### src/rtl/tagu_pkg.sv
package tagu_pkg;
  localparam int TAG_W   = 4;
  localparam int ADDR_W  = 56;
  localparam int PTR_W   = 64;
  localparam int LFSR_W  = 16;
  localparam int IMM_W   = 6;
  localparam int GRAN_SH = 4;

  typedef enum logic [2:0] {
    OP_RAND  = 3'd0,
    OP_EXCL  = 3'd1,
    OP_ADDT  = 3'd2,
    OP_SUBT  = 3'd3,
    OP_PSUB  = 3'd4,
    OP_PSUBF = 3'd5
  } op_e;

  typedef struct packed {
    logic n;
    logic z;
    logic c;
    logic v;
  } flags_t;
endpackage

### src/rtl/tagu_lfsr.sv
module tagu_lfsr #(
  parameter int          W     = 16,
  parameter logic [W-1:0] TAPS = 16'hB400,
  parameter logic [W-1:0] INIT = 16'hACE1
) (
  input  logic         clk_i,
  input  logic         rst_ni,
  input  logic         step_i,
  input  logic         load_i,
  input  logic [W-1:0] seed_i,
  output logic [W-1:0] state_o
);
  logic [W-1:0] state_q, state_step;

  assign state_step = (state_q >> 1) ^ (state_q[0] ? TAPS : '0);

  always_ff @(posedge clk_i or negedge rst_ni) begin
    if (!rst_ni)      state_q <= INIT;
    else if (load_i)  state_q <= (seed_i == '0) ? INIT : seed_i;
    else if (step_i)  state_q <= state_step;
  end

  assign state_o = state_q;

  a_r4_state_nonzero: assert property (@(posedge clk_i) disable iff (!rst_ni)
    state_q != '0);
  a_r5_seed_taken: assert property (@(posedge clk_i) disable iff (!rst_ni)
    (load_i && seed_i != '0) |=> state_q == $past(seed_i));
  a_r5_zero_seed: assert property (@(posedge clk_i) disable iff (!rst_ni)
    (load_i && seed_i == '0) |=> state_q == INIT);
  a_r4_hold: assert property (@(posedge clk_i) disable iff (!rst_ni)
    (!load_i && !step_i) |=> $stable(state_q));
endmodule

### src/rtl/tagu_tag_pick.sv
module tagu_tag_pick #(
  parameter int W = 4,
  localparam int N = 1 << W
) (
  input  logic [W-1:0] cand_i,
  input  logic [N-1:0] excl_i,
  output logic [W-1:0] tag_o
);
  logic [W-1:0] idx [N];
  logic [N-1:0] free;

  for (genvar gi = 0; gi < N; gi++) begin : g_scan
    assign idx[gi]  = cand_i + W'(gi);
    assign free[gi] = ~excl_i[idx[gi]];
  end

  // nearest free value at or above the candidate; all excluded -> 0
  always_comb begin
    tag_o = '0;
    for (int i = N - 1; i >= 0; i--) begin
      if (free[i]) tag_o = idx[i];
    end
  end
endmodule

### src/rtl/tagu_arith.sv
module tagu_arith
  import tagu_pkg::*;
#(
  parameter int PW = PTR_W,
  parameter int AW = ADDR_W,
  parameter int TW = TAG_W,
  parameter int IW = IMM_W,
  localparam int NT = 1 << TW
) (
  input  op_e           op_i,
  input  logic [PW-1:0] a_i,
  input  logic [PW-1:0] b_i,
  input  logic [IW-1:0] addr_imm_i,
  input  logic [TW-1:0] tag_imm_i,
  output logic [PW-1:0] res_o,
  output flags_t        flags_o
);
  localparam int TOP_W = PW - AW - TW;

  logic [AW-1:0] addr, imm_bytes, addr_new, diff;
  logic [TW-1:0] tag_in, cand, off_tag, tag_new;
  logic [NT-1:0] mask;
  logic [PW-1:0] x, y, r;
  logic [PW:0]   wide;
  logic          unused_b_top;

  assign addr      = a_i[AW-1:0];
  assign tag_in    = a_i[AW+TW-1:AW];
  assign mask      = b_i[NT-1:0];
  assign imm_bytes = AW'({addr_imm_i, {GRAN_SH{1'b0}}});
  assign addr_new  = (op_i == OP_SUBT) ? addr - imm_bytes : addr + imm_bytes;
  assign cand      = (op_i == OP_SUBT) ? tag_in - tag_imm_i : tag_in + tag_imm_i;

  tagu_tag_pick #(.W(TW)) u_off_pick (
    .cand_i (cand),
    .excl_i (mask),
    .tag_o  (off_tag)
  );

  assign tag_new = (tag_imm_i == '0) ? tag_in : off_tag;

  assign diff = a_i[AW-1:0] - b_i[AW-1:0];
  assign x    = {{(PW-AW){a_i[AW-1]}}, a_i[AW-1:0]};
  assign y    = {{(PW-AW){b_i[AW-1]}}, b_i[AW-1:0]};
  assign wide = {1'b0, x} - {1'b0, y};
  assign r    = wide[PW-1:0];

  assign flags_o.n = r[PW-1];
  assign flags_o.z = (r == '0);
  assign flags_o.c = ~wide[PW];
  assign flags_o.v = (x[PW-1] ^ y[PW-1]) & (r[PW-1] ^ x[PW-1]);

  assign unused_b_top = ^b_i[PW-1:AW];

  always_comb begin
    unique case (op_i)
      OP_EXCL:          res_o = PW'(mask | (NT'(1) << tag_in));
      OP_ADDT, OP_SUBT: res_o = {a_i[PW-1:PW-TOP_W], tag_new, addr_new};
      OP_PSUB, OP_PSUBF: res_o = {{(PW-AW){diff[AW-1]}}, diff};
      default:          res_o = a_i;
    endcase
  end
endmodule

### src/rtl/tagu_top.sv
module tagu_top
  import tagu_pkg::*;
#(
  parameter int PW = PTR_W,
  parameter int AW = ADDR_W,
  parameter int TW = TAG_W,
  parameter int IW = IMM_W,
  parameter int LW = LFSR_W,
  localparam int NT = 1 << TW,
  localparam int TLSB = AW,
  localparam int TMSB = AW + TW - 1
) (
  input  logic          clk_i,
  input  logic          rst_ni,
  input  logic          req_valid_i,
  input  logic [2:0]    req_op_i,
  input  logic [PW-1:0] opnd_a_i,
  input  logic [PW-1:0] opnd_b_i,
  input  logic [IW-1:0] addr_imm_i,
  input  logic [TW-1:0] tag_imm_i,
  input  logic          seed_load_i,
  input  logic [LW-1:0] seed_i,
  input  logic          free_run_i,
  output logic          res_valid_o,
  output logic [PW-1:0] res_data_o,
  output logic [3:0]    flags_o
);
  op_e           op;
  logic          op_ok, fire, rand_req;
  logic [LW-1:0] lfsr_state;
  logic [TW-1:0] rand_tag;
  logic [PW-1:0] arith_res, res_nxt;
  flags_t        arith_flags, flags_q;

  assign op       = op_e'(req_op_i);
  assign op_ok    = (req_op_i <= 3'(OP_PSUBF));
  assign fire     = req_valid_i && op_ok;
  assign rand_req = req_valid_i && (op == OP_RAND);

  tagu_lfsr #(.W(LW)) u_lfsr (
    .clk_i   (clk_i),
    .rst_ni  (rst_ni),
    .step_i  (rand_req || free_run_i),
    .load_i  (seed_load_i),
    .seed_i  (seed_i),
    .state_o (lfsr_state)
  );

  tagu_tag_pick #(.W(TW)) u_rand_pick (
    .cand_i (lfsr_state[TW-1:0]),
    .excl_i (opnd_b_i[NT-1:0]),
    .tag_o  (rand_tag)
  );

  tagu_arith #(.PW(PW), .AW(AW), .TW(TW), .IW(IW)) u_arith (
    .op_i       (op),
    .a_i        (opnd_a_i),
    .b_i        (opnd_b_i),
    .addr_imm_i (addr_imm_i),
    .tag_imm_i  (tag_imm_i),
    .res_o      (arith_res),
    .flags_o    (arith_flags)
  );

  assign res_nxt = (op == OP_RAND)
                 ? {opnd_a_i[PW-1:TMSB+1], rand_tag, opnd_a_i[AW-1:0]}
                 : arith_res;

  always_ff @(posedge clk_i or negedge rst_ni) begin
    if (!rst_ni) begin
      res_valid_o <= 1'b0;
      res_data_o  <= '0;
      flags_q     <= '0;
    end else begin
      res_valid_o <= fire;
      if (fire) res_data_o <= res_nxt;
      if (req_valid_i && op == OP_PSUBF) flags_q <= arith_flags;
    end
  end

  assign flags_o = flags_q;

  a_r2_valid_latency: assert property (@(posedge clk_i) disable iff (!rst_ni)
    fire |=> res_valid_o);
  a_r2_no_spurious: assert property (@(posedge clk_i) disable iff (!rst_ni)
    !fire |=> !res_valid_o && $stable(res_data_o));
  a_r3_not_excluded: assert property (@(posedge clk_i) disable iff (!rst_ni)
    (rand_req && !(&opnd_b_i[NT-1:0])) |-> !opnd_b_i[rand_tag]);
  a_r3_addr_kept: assert property (@(posedge clk_i) disable iff (!rst_ni)
    rand_req |=> res_data_o[AW-1:0] == $past(opnd_a_i[AW-1:0]));
  a_r6_bit_set: assert property (@(posedge clk_i) disable iff (!rst_ni)
    (req_valid_i && op == OP_EXCL) |=> res_data_o[$past(opnd_a_i[TMSB:TLSB])]);
  a_r7_zero_offset: assert property (@(posedge clk_i) disable iff (!rst_ni)
    (req_valid_i && (op == OP_ADDT || op == OP_SUBT) && tag_imm_i == '0)
      |=> res_data_o[TMSB:TLSB] == $past(opnd_a_i[TMSB:TLSB]));
  a_r9_sign_ext: assert property (@(posedge clk_i) disable iff (!rst_ni)
    (req_valid_i && (op == OP_PSUB || op == OP_PSUBF))
      |=> res_data_o[PW-1:AW] == {(PW-AW){res_data_o[AW-1]}});
  a_r11_flags_hold: assert property (@(posedge clk_i) disable iff (!rst_ni)
    !(req_valid_i && op == OP_PSUBF) |=> $stable(flags_o));
endmodule

### config.mk
export PLATFORM = sky130hd
export DESIGN_NAME = tagu_top
export DESIGN_NICKNAME = d
export VERILOG_FILES = /design/src/rtl/tagu_pkg.sv /design/src/rtl/tagu_lfsr.sv /design/src/rtl/tagu_tag_pick.sv /design/src/rtl/tagu_arith.sv /design/src/rtl/tagu_top.sv
export SDC_FILE = /design/constraint.sdc
export NUM_CORES = 1
export LEC_CHECK = 0
export BUFFER_PORTS_ARGS = -buffer_cell sky130_fd_sc_hd__clkbuf_2
export CAP_MARGIN = 10
export CORE_UTILIZATION = 55
export CTS_CLUSTER_DIAMETER = 100
export DETAILED_ROUTE_END_ITERATION = 6
export PLACE_DENSITY_LB_ADDON = 0.15
export SETUP_SLACK_MARGIN = 0.02
export SLEW_MARGIN = 0
export SYNTH_ARGS = -nofsm -noshare
export SYNTH_HDL_FRONTEND = slang
export SYNTH_SLANG_ARGS = --single-unit
### constraint.sdc
create_clock -name clk_i -period 13.8 [get_ports clk_i]
set_clock_uncertainty 0.1 [all_clocks]
set_input_delay 4.14 -clock clk_i [delete_from_list [all_inputs] [get_ports clk_i]]
set_output_delay 4.14 -clock clk_i [all_outputs]
set_load 0.01 [all_outputs]
# Word-level counts from Yosys, hierarchy flattened
# Index checks and enable logic that the tools add are counted.
op_classes:
  n_mul: 0
  add_sub_neg: 36
  shifts: 1
  magnitude_cmp: 33
  bitwise: 6
  n_mux: 105
  reduce_logical: 11
  n_eq_ne: 5
  div_mod_pow: 0
op_table:
  columns: ["cell", "count"]
  rows:
  - ["64-bit one-hot mux with 3 select lines", 1]
  - ["4-bit by 5-bit less-than comparator with 1-bit output (second input constant)", 32]
  - ["4-bit 2-to-1 mux", 34]
  - ["1-bit binary-select mux with 4-bit select", 32]
  - ["64-bit by 64-bit subtractor with 65-bit output", 1]
  - ["4-bit adder (second input constant)", 16]
  - ["64-bit logical NOT", 1]
  - ["16-bit 2-to-1 mux", 4]
  - ["64-bit 2-to-1 mux", 1]
  - ["16-bit by 64-bit OR with 64-bit output", 1]
  - ["1-bit by 4-bit << shifter with 64-bit output (first input constant)", 1]
  - ["56-bit by 10-bit adder with 56-bit output", 1]
  - ["56-bit 2-to-1 mux", 1]
  - ["56-bit by 10-bit subtractor with 56-bit output", 1]
  - ["56-bit subtractor", 1]
  - ["4-bit by 3-bit adder with 4-bit output (second input constant)", 8]
  - ["1-bit 2-to-1 mux", 32]
  - ["4-bit by 2-bit adder with 4-bit output (second input constant)", 4]
  - ["16-bit logical NOT", 1]
  - ["15-bit by 16-bit bitwise XOR with 16-bit output", 1]
  - ["4-bit by 1-bit adder with 4-bit output (second input constant)", 2]
  - ["3-bit by 2-bit == test with 1-bit output (second input constant)", 2]
  - ["3-bit == test (second input constant)", 2]
  - ["4-bit adder", 1]
  - ["other kinds (12)", 16]
totals:
  latch_bits: 0
  out_inout_bits: 69
  wordCells: 204
  mem_bits_rw: 0
  inputBits: 162
  mem_count: 0
  register_bits: 85
  romBits: 0

# Logic depth before layout (Yosys ltp)
# Gate-level depths: netlist of the first run.
logic_depth:
  word_depth: 24
  mapped_depth: 21
  ltp_nobuf: 20

# By module
# From an unflattened synthesis of the first run, not the netlist that was laid out.
unflattened:
  cells_unflattened: 2230
  area_unflattened_um2: 16333.2
by_module_without_submodules:
  columns: ["module", "area_each_um2", "instances", "seq_area_each_um2", "cells_per_inst"]
  rows:
  - ["tagu_arith", 8222.9, 1, 0.0, 1298]
  - ["tagu_top", 3138.0, 1, 1726.7, 362]
  - ["tagu_tag_pick at u_rand_pick", 2087.0, 1, 0.0, 262]
  - ["tagu_tag_pick at u_arith.u_off_pick", 2048.2, 1, 0.0, 237]
  - ["tagu_lfsr", 837.1, 1, 410.4, 71]

# Worst setup path after synthesis of the first run
# No wires, ideal clock.
synth_timing:
  path_kind: "input to register"
  startpoint: "input port req_op_i[2]"
  endpoint: "register res_data_o[58]"
  required_ns: 13.574
  path_stages: 20
  setup_time_ns: 0.126
  slack_ns: 4.949
  path_buffers: 4
  arrival_time_ns: 8.626
  cell_sequence: "nand3b_1 -> clkbuf_1 -> nand2_1 -> o21ai_0 -> fa_1 -> clkbuf_1 -> inv_1 -> ha_1 -> buf_1 -> clkbuf_1 -> mux4_2 -> mux2i_1 -> mux2i_1 -> and3b_1 -> o32ai_1 -> o31ai_1 -> a31o_1 -> a22o_1 -> a221oi_2 -> o21ai_1"
synth_via:
  elab_chain_cells: 24
  word_cells_on_any_way: 77
  cone_classes: "15 x add/sub; 1 x order compare; 5 x eq/ne; 52 x mux; 4 x reduce/logical"
synth_lines:
  columns: ["element", "line", "text"]
  rows:
  - ["start, declared", "tagu_top.sv:16", "input logic [2:0] req_op_i,"]
  - ["3-bit by 2-bit == test with 1-bit output", "tagu_arith.sv:32, tagu_arith.sv:56", null]
  - ["4-bit 2-to-1 mux", "tagu_arith.sv:32", "assign cand = (op_i == OP_SUBT) ? tag_in - tag_imm_i : tag_in + tag_imm_i;"]
  - ["4-bit adder", "tagu_tag_pick.sv:13", "assign idx[gi] = cand_i + W'(gi);"]
  - ["1-bit binary-select mux with 4-bit select", "tagu_tag_pick.sv:14", "assign free[gi] = ~excl_i[idx[gi]];"]
  - ["1-bit 2-to-1 mux (implied by the code)", "tagu_tag_pick.sv:14", null]
  - ["4-bit 2-to-1 mux (16 in a row)", "tagu_tag_pick.sv:21", "if (free[i]) tag_o = idx[i];"]
  - ["4-bit 2-to-1 mux", "tagu_arith.sv:40", "assign tag_new = (tag_imm_i == '0) ? tag_in : off_tag;"]
  - ["64-bit one-hot mux with 3 select lines", "tagu_arith.sv:56", "unique case (op_i)"]
  - ["64-bit 2-to-1 mux", "tagu_top.sv:66", "? {opnd_a_i[PW-1:TMSB+1], rand_tag, opnd_a_i[AW-1:0]}"]
  - ["end signal, assigned", "tagu_top.sv:76", "if (fire) res_data_o <= res_nxt;"]
  - ["end, declared", "tagu_top.sv:25", "output logic [PW-1:0] res_data_o,"]
# Several ways; a longest one is shown, not always the timed one. The select of a mux whose other input is x is not followed.
# A chain may end at the register's enable or synchronous reset.

# Worst setup path in the final report of the first run
layout_timing:
  startpoint: "input port req_op_i[2]"
  endpoint: "register res_data_o[56]"
# The elaborated chain is that of the path after synthesis.

==> results of run 1 <==
[tightest hold or removal path: stages, from the launching register on]
cell and delay (ps):
dfstp_2 370, nand2_1 40, o21ai_0 70
[cells by family after synthesis]
| group | count (synthesis) |
|---|---|
| adder cells (fa/ha/maj) | 131 |
| XOR/XNOR | 105 |
| multiplexers | 125 |
| AO/OA/AOI/OAI | 795 |
| flip-flops | 85 |
| AND/OR/NAND/NOR | 669 |
| buffers and inverters | 251 |
[metal layers]
layer,part of all wire,GRT usage
met5,0,0
met4,0.046,0.181
met3,0.089,0.0668
met2,0.44,0.628
met1,0.42,0.526
[worst paths after layout]
kind,to,cells after the start
min,u_lfsr.state_o[15],2
min in group asynchronous,u_lfsr.state_o[12],1
max,res_data_o[56],18
max reg2reg,res_data_o[56],13
min reg2reg,u_lfsr.state_o[15],2
max in group asynchronous,res_data_o[49],2
[power by group]
group / internal (uW) / switching, uW
sequential: 295 / 29.7
combinational: 526 / 836
clock: 129 / 135
total: 950 / 1000
[state kept, by name, summed over array words and instances (netlist names)]
register and cells:
res_valid_o 1, flags_o 4, u_lfsr.state_o 16, res_data_o 64
[area by class of cell]
type | count | area [um2]
multi-input cells | 1825 | 13000
fillers | 2721 | 11100
flip-flops and latches | 85 | 2140
repair buffers | 242 | 1260
well taps | 384 | 480
inverters | 126 | 473
clock buffers | 9 | 225
clock inverters | 7 | 76.3
diodes | 1 | 2.50
[per-stage QoR]
stage	total power (uW)	hold WS (ps)
final	1950	380
after global routing	2070	412
after CTS	1920	388
after detailed placement	1650	370
after global placement	1640	361
after floorplan	1290	349
[cells in the final DEF, fill, tap and decap left out, drive strengths merged, types with 21 or more instances in the layout]
| master | count |
|---|---|
| a211oi | 37 |
| a21o | 73 |
| a21oi | 167 |
| a31oi | 25 |
| and3 | 23 |
| buf | 21 |
| clkbuf | 230 |
| dfrtp | 77 |
| ha | 128 |
| inv | 129 |
| mux2 | 32 |
| mux2i | 56 |
| mux4 | 37 |
| nand2 | 204 |
| nand2b | 32 |
| nand3 | 35 |
| nand4 | 24 |
| nor2 | 167 |
| nor2b | 28 |
| nor3 | 51 |
| o211ai | 28 |
| o21a | 30 |
| o21ai | 208 |
| o31ai | 23 |
| or3 | 23 |
| xnor2 | 65 |
| xor2 | 36 |
==> summary.md, run 1 <==
| Metric | Value |
|---|---|
| Root Buffer | `clkbuf_16` |
| Mapped Area | `16100 um2` |
| PwrDens | `about 110 nW/um2` |
| Cell Area, Placed | `about 17000 um2` |
| First-pass GRT wire length | `94100 um` |
| Net count, final | `~2600` |
| RSZ-0062 raised after global routing | `false` |
| GPL Wtd Cong | `slightly above 1` |
| Final Cycle Share | `0.703` |
| Htree depth | `3` |
| Synth cell count leaders | `204 x nand2_1, 189 x o21ai_0, 166 x nor2_1` |
| Setup bufs post-CTS | `0` |
| Leading area contributor after synthesis | `dfrtp_1` |
| Crit-path cells | `clkbuf_2 > nand3b_1 > nand2_1 > o21ai_0 > fa_1 > buf_4 > inv_1 > ha_1 > mux4_2 > mux2i_1 > mux2i_1 > a21o_1 > a211oi_1 > o211ai_1 > a311oi_1 > o21ai_1 > a21boi_1 > o21ai_1` |
| Layout cell share with drive strength beyond 1 | `0.170` |
| Site row count | `between 60 and 70` |
| Yosys top cell area share | `0.120` |
| Port bufs | `222` |
| Vias | `18202` |
| Non-filler cells, final | `2679` |
| Post-route setup slack | `about 4100 ps` |
| Fmax | `0.103 GHz` |
| Number of library cell types mapped by synthesis | `106` |
| Design area | `around 18000 um2` |
| Routed WL | `between 60000 and 70000 um` |
| Leak | `approximately 0.0080 uW` |
| Synth warn | `0` |
| Slew @ Worst Pin | `1280 ps` |
| Kind of critical path | `in2reg` |
| Area contributors post-synth | `dfrtp_1 12%, ha_1 9.9%, o21ai_0 5.9%` |
| Reg-to-Reg Start | `u_lfsr.state_o[2]` |
| Setup TNS | `0 ps` |
| Syn avg cell area | `roughly 7.5 um2` |
| Register-to-register setup slack | `approximately 8500 ps` |
| Largest net degree at the start of global routing | `75` |
| CORE AREA | `approximately 29000 um2` |
| Post-route ant nets | `0` |
| DR WL/cell | `22.7 um` |
| CP delay by family, top | `compound AO/OA/AOI/OAI gates` |
| CP max stage cell | `ha_1` |
| Area Overhead vs Synth | `9.59%` |
| Status | `completed` |
| Die extent in y | `~170 um` |
| Initial core utilization | `0.560` |
| Net count after synthesis | `about 2500` |
| Worst Path Buf+Inv | `3` |
| Peak per-stage delay on the critical path | `between 700 and 800 ps` |
| CTS tree | `done` |
| Post-CTS Resized | `0` |
| CTS Sinks | `85` |
| Clk_lat worst skew | `370 ps` |
| Dpl cells | `2662` |
| CTS Buffer Depth | `2` |
| Critical path arrival | `9860 ps` |
| Main combinational cell family by area after synthesis | `compound AO/OA/AOI/OAI gates` |
| Final hold vios | `0` |
| #FFs+latches synth | `85` |
| Max cap viols | `0` |
| Worst setup SP type | `input port` |
| Critical Path RT | `around 14000 ps` |
| Post-Synthesis Cells | `between 2000 and 2500` |
| Post-synthesis compound-gate area fraction | `0.328` |
| Sequential area share after synthesis | `0.133` |
| Synth Area in Adders | `0.103` |
| Initial antenna violation count | `1` |
| DP Wirelength | `about 47000 um` |
| Post-synth EDFFs | `0` |
| Overflow after GRT | `0` |
| Fin util | `0.614` |
| Worst vdd ir | `between 0.00005 and 0.00006 V` |
| Io pins | `between 200 and 250` |
| Setup Viol. Count Final | `0` |
| Most numerous cell in the Yosys netlist | `nand2_1` |
| Final-report max-slew violation count | `0` |
| Tmin final | `a little under 10000 ps` |
| Synth Area in Simple Gates | `0.202` |
| Hold Buf Count CTS | `0` |
| Synth Flop Type | `dfrtp_1` |
| # DRC | `0` |
| Min-delay worst type | `reg2reg` |
| Die ar. | `~30000 um2` |
| Synth Area in XOR/XNOR | `0.0624` |
| Crit. End Element | `flop` |
| Crit path max fanout | `20` |
| Ys async rst share | `1.00` |
| Min-delay src | `u_lfsr.state_o[15]` |
| Vias in the first global route | `roughly 17000` |
| Die W | `roughly 170 um` |
| Post-synthesis mux area share | `0.110` |
| Slew margin rel. | `0.138` |
| CTS Buf Count | `9` |
| Dpl ws | `between 3000 and 4000 ps` |
| Total GRT Usage | `0.396` |
| Vias per inst | `between 6 and 7` |
| DR iter-0 viols | `approximately 1800` |
| CP Launch Point | `req_op_i[2]` |
| DRT Pass-1 Iters | `7` |
| Clk slew on worst S/H paths | `80 ps` |
Note: power is estimated with default switching activity, not from simulation.
==> run 2, diff against run 1 <==
==> constraint.sdc (replaced) <==
create_clock -name clk_i -period 8.2 [get_ports clk_i]
set_clock_uncertainty 0.1 [all_clocks]
set_input_delay 2.46 -clock clk_i [delete_from_list [all_inputs] [get_ports clk_i]]
set_output_delay 2.46 -clock clk_i [all_outputs]
set_load 0.01 [all_outputs]
==> run 2 against run 1 <==
Net effect: the flow now finishes with violations (DRC); sequential power is 70% higher; core utilization is 0.19 points higher; via count is 0.27% higher; power grew 69%; clock power rose by 73%; critical endpoint is now res_data_o[53].
==> summary.md, run 2 (synthesis results as in run 1) <==
| Metric | Value |
|---|---|
| Die ar. | `30000 um2 (unchanged)` |
| Design area | `17700 um2 (+0.30%)` |
| Register-to-register setup slack | `2990 ps (-5530 ps)` |
| # DRC | `2 (+2)` |
| Commonest non-fill, non-tap cell in the layout | `clkbuf_2` |
| CP Launch Point | `addr_imm_i[0]` |
| Clk slew on worst S/H paths | `70 ps (about the same)` |
| Tmin final | `slightly above 7000 ps` |
| Critical Path RT | `8350 ps (-5610 ps)` |
| Cell Area, Placed | `17400 um2 (+0.30%)` |
| Setup TNS | `0 ps (unchanged)` |
| Initial core utilization | `0.560 (unchanged)` |
| Port bufs | `222 (unchanged)` |
| DRT Pass-1 Iters | `7 (unchanged)` |
| Min-delay worst type | `reg2reg` |
| Reg2Reg Depth | `13 (unchanged)` |
| CTS Buf Count | `9 (unchanged)` |
| Leak | `0.00807 uW (+0.42%)` |
| Die W | `173 um (unchanged)` |
| Io pins | `231 (unchanged)` |
| Hold EP | `res_data_o[8]` |
| Max reg flops | `64 (unchanged)` |
| First-pass GRT wire length | `91300 um (-2.9%)` |
| Status | `finished with violations` |
| Vias | `18252 (+0.27%)` |
| Reg-to-Reg Start | `u_lfsr.state_o[2]` |
| Layout cell share with drive strength beyond 1 | `0.172 (+0.00253)` |
| Final-report max-slew violation count | `0 (unchanged)` |
| Post-CTS Resized | `0 (unchanged)` |
| Htree depth | `3 (unchanged)` |
| Diode count | `0 (-1)` |
| Fmax | `about 0.14 GHz` |
| DR iter-0 viols | `1906 (+5.0%)` |
| DR WL/cell | `22.0 um (-3.1%)` |
| Post-route ant nets | `0 (unchanged)` |
| PwrDens | `186 nW/um2 (+68%)` |
| DP Wirelength | `45700 um (-2.3%)` |
| GPL Wtd Cong | `1.02 (-0.50%)` |
| Net count, final | `2589 (+0.27%)` |
| R2R Path End | `res_data_o[56]` |
| Area Overhead vs Synth | `9.92%` |
| Most frequent cells in the layout | `221 x clkbuf_2, 203 x nand2_1, 187 x o21ai_0, 165 x nor2_1, 165 x a21oi_1` |
| Failing checks | `DRC` |
| Final Cycle Share | `0.873` |
| Worst vdd ir | `0.000105 V (+97%)` |
| Vias per inst | `6.80 (about the same)` |
| Final hold vios | `0 (unchanged)` |
| Worst Hold Slack | `378 ps (-2.14 ps)` |
| RSZ-0062 raised after global routing | `false` |
| CTS tree | `done` |
| CORE AREA | `28800 um2 (unchanged)` |
| Vias in the first global route | `16677 (-1.9%)` |
| Routed WL | `59100 um (-2.8%)` |
| CTS Buffer Depth | `2 (unchanged)` |
| Min-delay src | `res_data_o[8]` |
| CTS Sinks | `85 (unchanged)` |
| Worst setup SP type | `input port` |
| Largest net degree at the start of global routing | `55 (-27%)` |
| Overflow after GRT | `0 (unchanged)` |
| Root Buffer | `clkbuf_16` |
| Critical path arrival | `7310 ps (-2550 ps)` |
| Setup Viol. Count Final | `0 (unchanged)` |
| Total GRT Usage | `0.383 (-0.0130)` |
| Initial antenna violation count | `1 (unchanged)` |
| Slew margin rel. | `0.321 (+0.183)` |
| Crit. End Element | `flop` |
| Setup bufs post-CTS | `0 (unchanged)` |
| Hold Buf Count CTS | `0 (unchanged)` |
| Max cap viols | `0 (unchanged)` |
| Slew @ Worst Pin | `1010 ps (-273 ps)` |
| Die extent in y | `173 um (unchanged)` |
| Crit path max fanout | `5 (-75%)` |
| Fin util | `0.615 (+0.00187)` |
| WHS Path Cells | `2 (unchanged)` |
| Clk_lat worst skew | `370 ps (about the same)` |
| Kind of critical path | `in2reg` |
| Biggest register | `res_data_o` |
| Site row count | `62 (unchanged)` |
## run 2: area by class of cell
type | count | area (um2)
repair buffers | 249 | 1320
clock inverters | 7 | 80.1
clock buffers | 9 | 225
well taps | 384 | 480
multi-input cells | 1825 | 13000
inverters | 126 | 473
flip-flops and latches | 85 | 2140
fillers | 2731 | 11100
## run 2: how the worst max path moves through the flow
stage / end
6_report: res_data_o[53]
2_1_floorplan: res_data_o[58]
4_1_cts: res_data_o[53]
5_1_grt: res_data_o[53]
3_3_place_gp: res_data_o[57]
3_5_place_dp: res_data_o[53]
## run 2: through the flow
step / worst slack (ps) / total power [uW] / instances
after floorplan: 1030 / 2170 / 2161
final: 1040 / 3290 / 2685
after global routing: 822 / 3500 / 2685
after CTS: 1190 / 3240 / 2685
after global placement: 954 / 2750 / 2669
after detailed placement: 897 / 2770 / 2669
## run 2: power breakdown
part | total, uW | internal, uW | switching, uW
Combinational | 2280 | 893 | 1380
Clock | 458 | 242 | 217
Sequential | 554 | 496 | 57.9
## run 2: layer usage
metal	vias to the layer above	track usage	share of wire	routed length (um)
met3	182	0.0550	0.097	5730
met4	2	0.178	0.046	2710
li1	8386	-	-	-
met2	1087	0.611	0.45	26400
met1	8595	0.511	0.41	24200
met5	-	0	0.00022	13
## run 2: worst max-delay path: stages
cell	delay [ps]
clkbuf_2	150
or3_1	460
nor3_1	170
ha_1	260
mux2i_1	200
ha_1	300
o21a_1	210
o211ai_1	290
a31oi_1	140
o2111ai_1	380
a31oi_1	230
a41o_1	360
a31oi_1	440
o21ai_0	340
a221oi_1	420
xor2_1	180
o221ai_1	130
a21boi_0	180
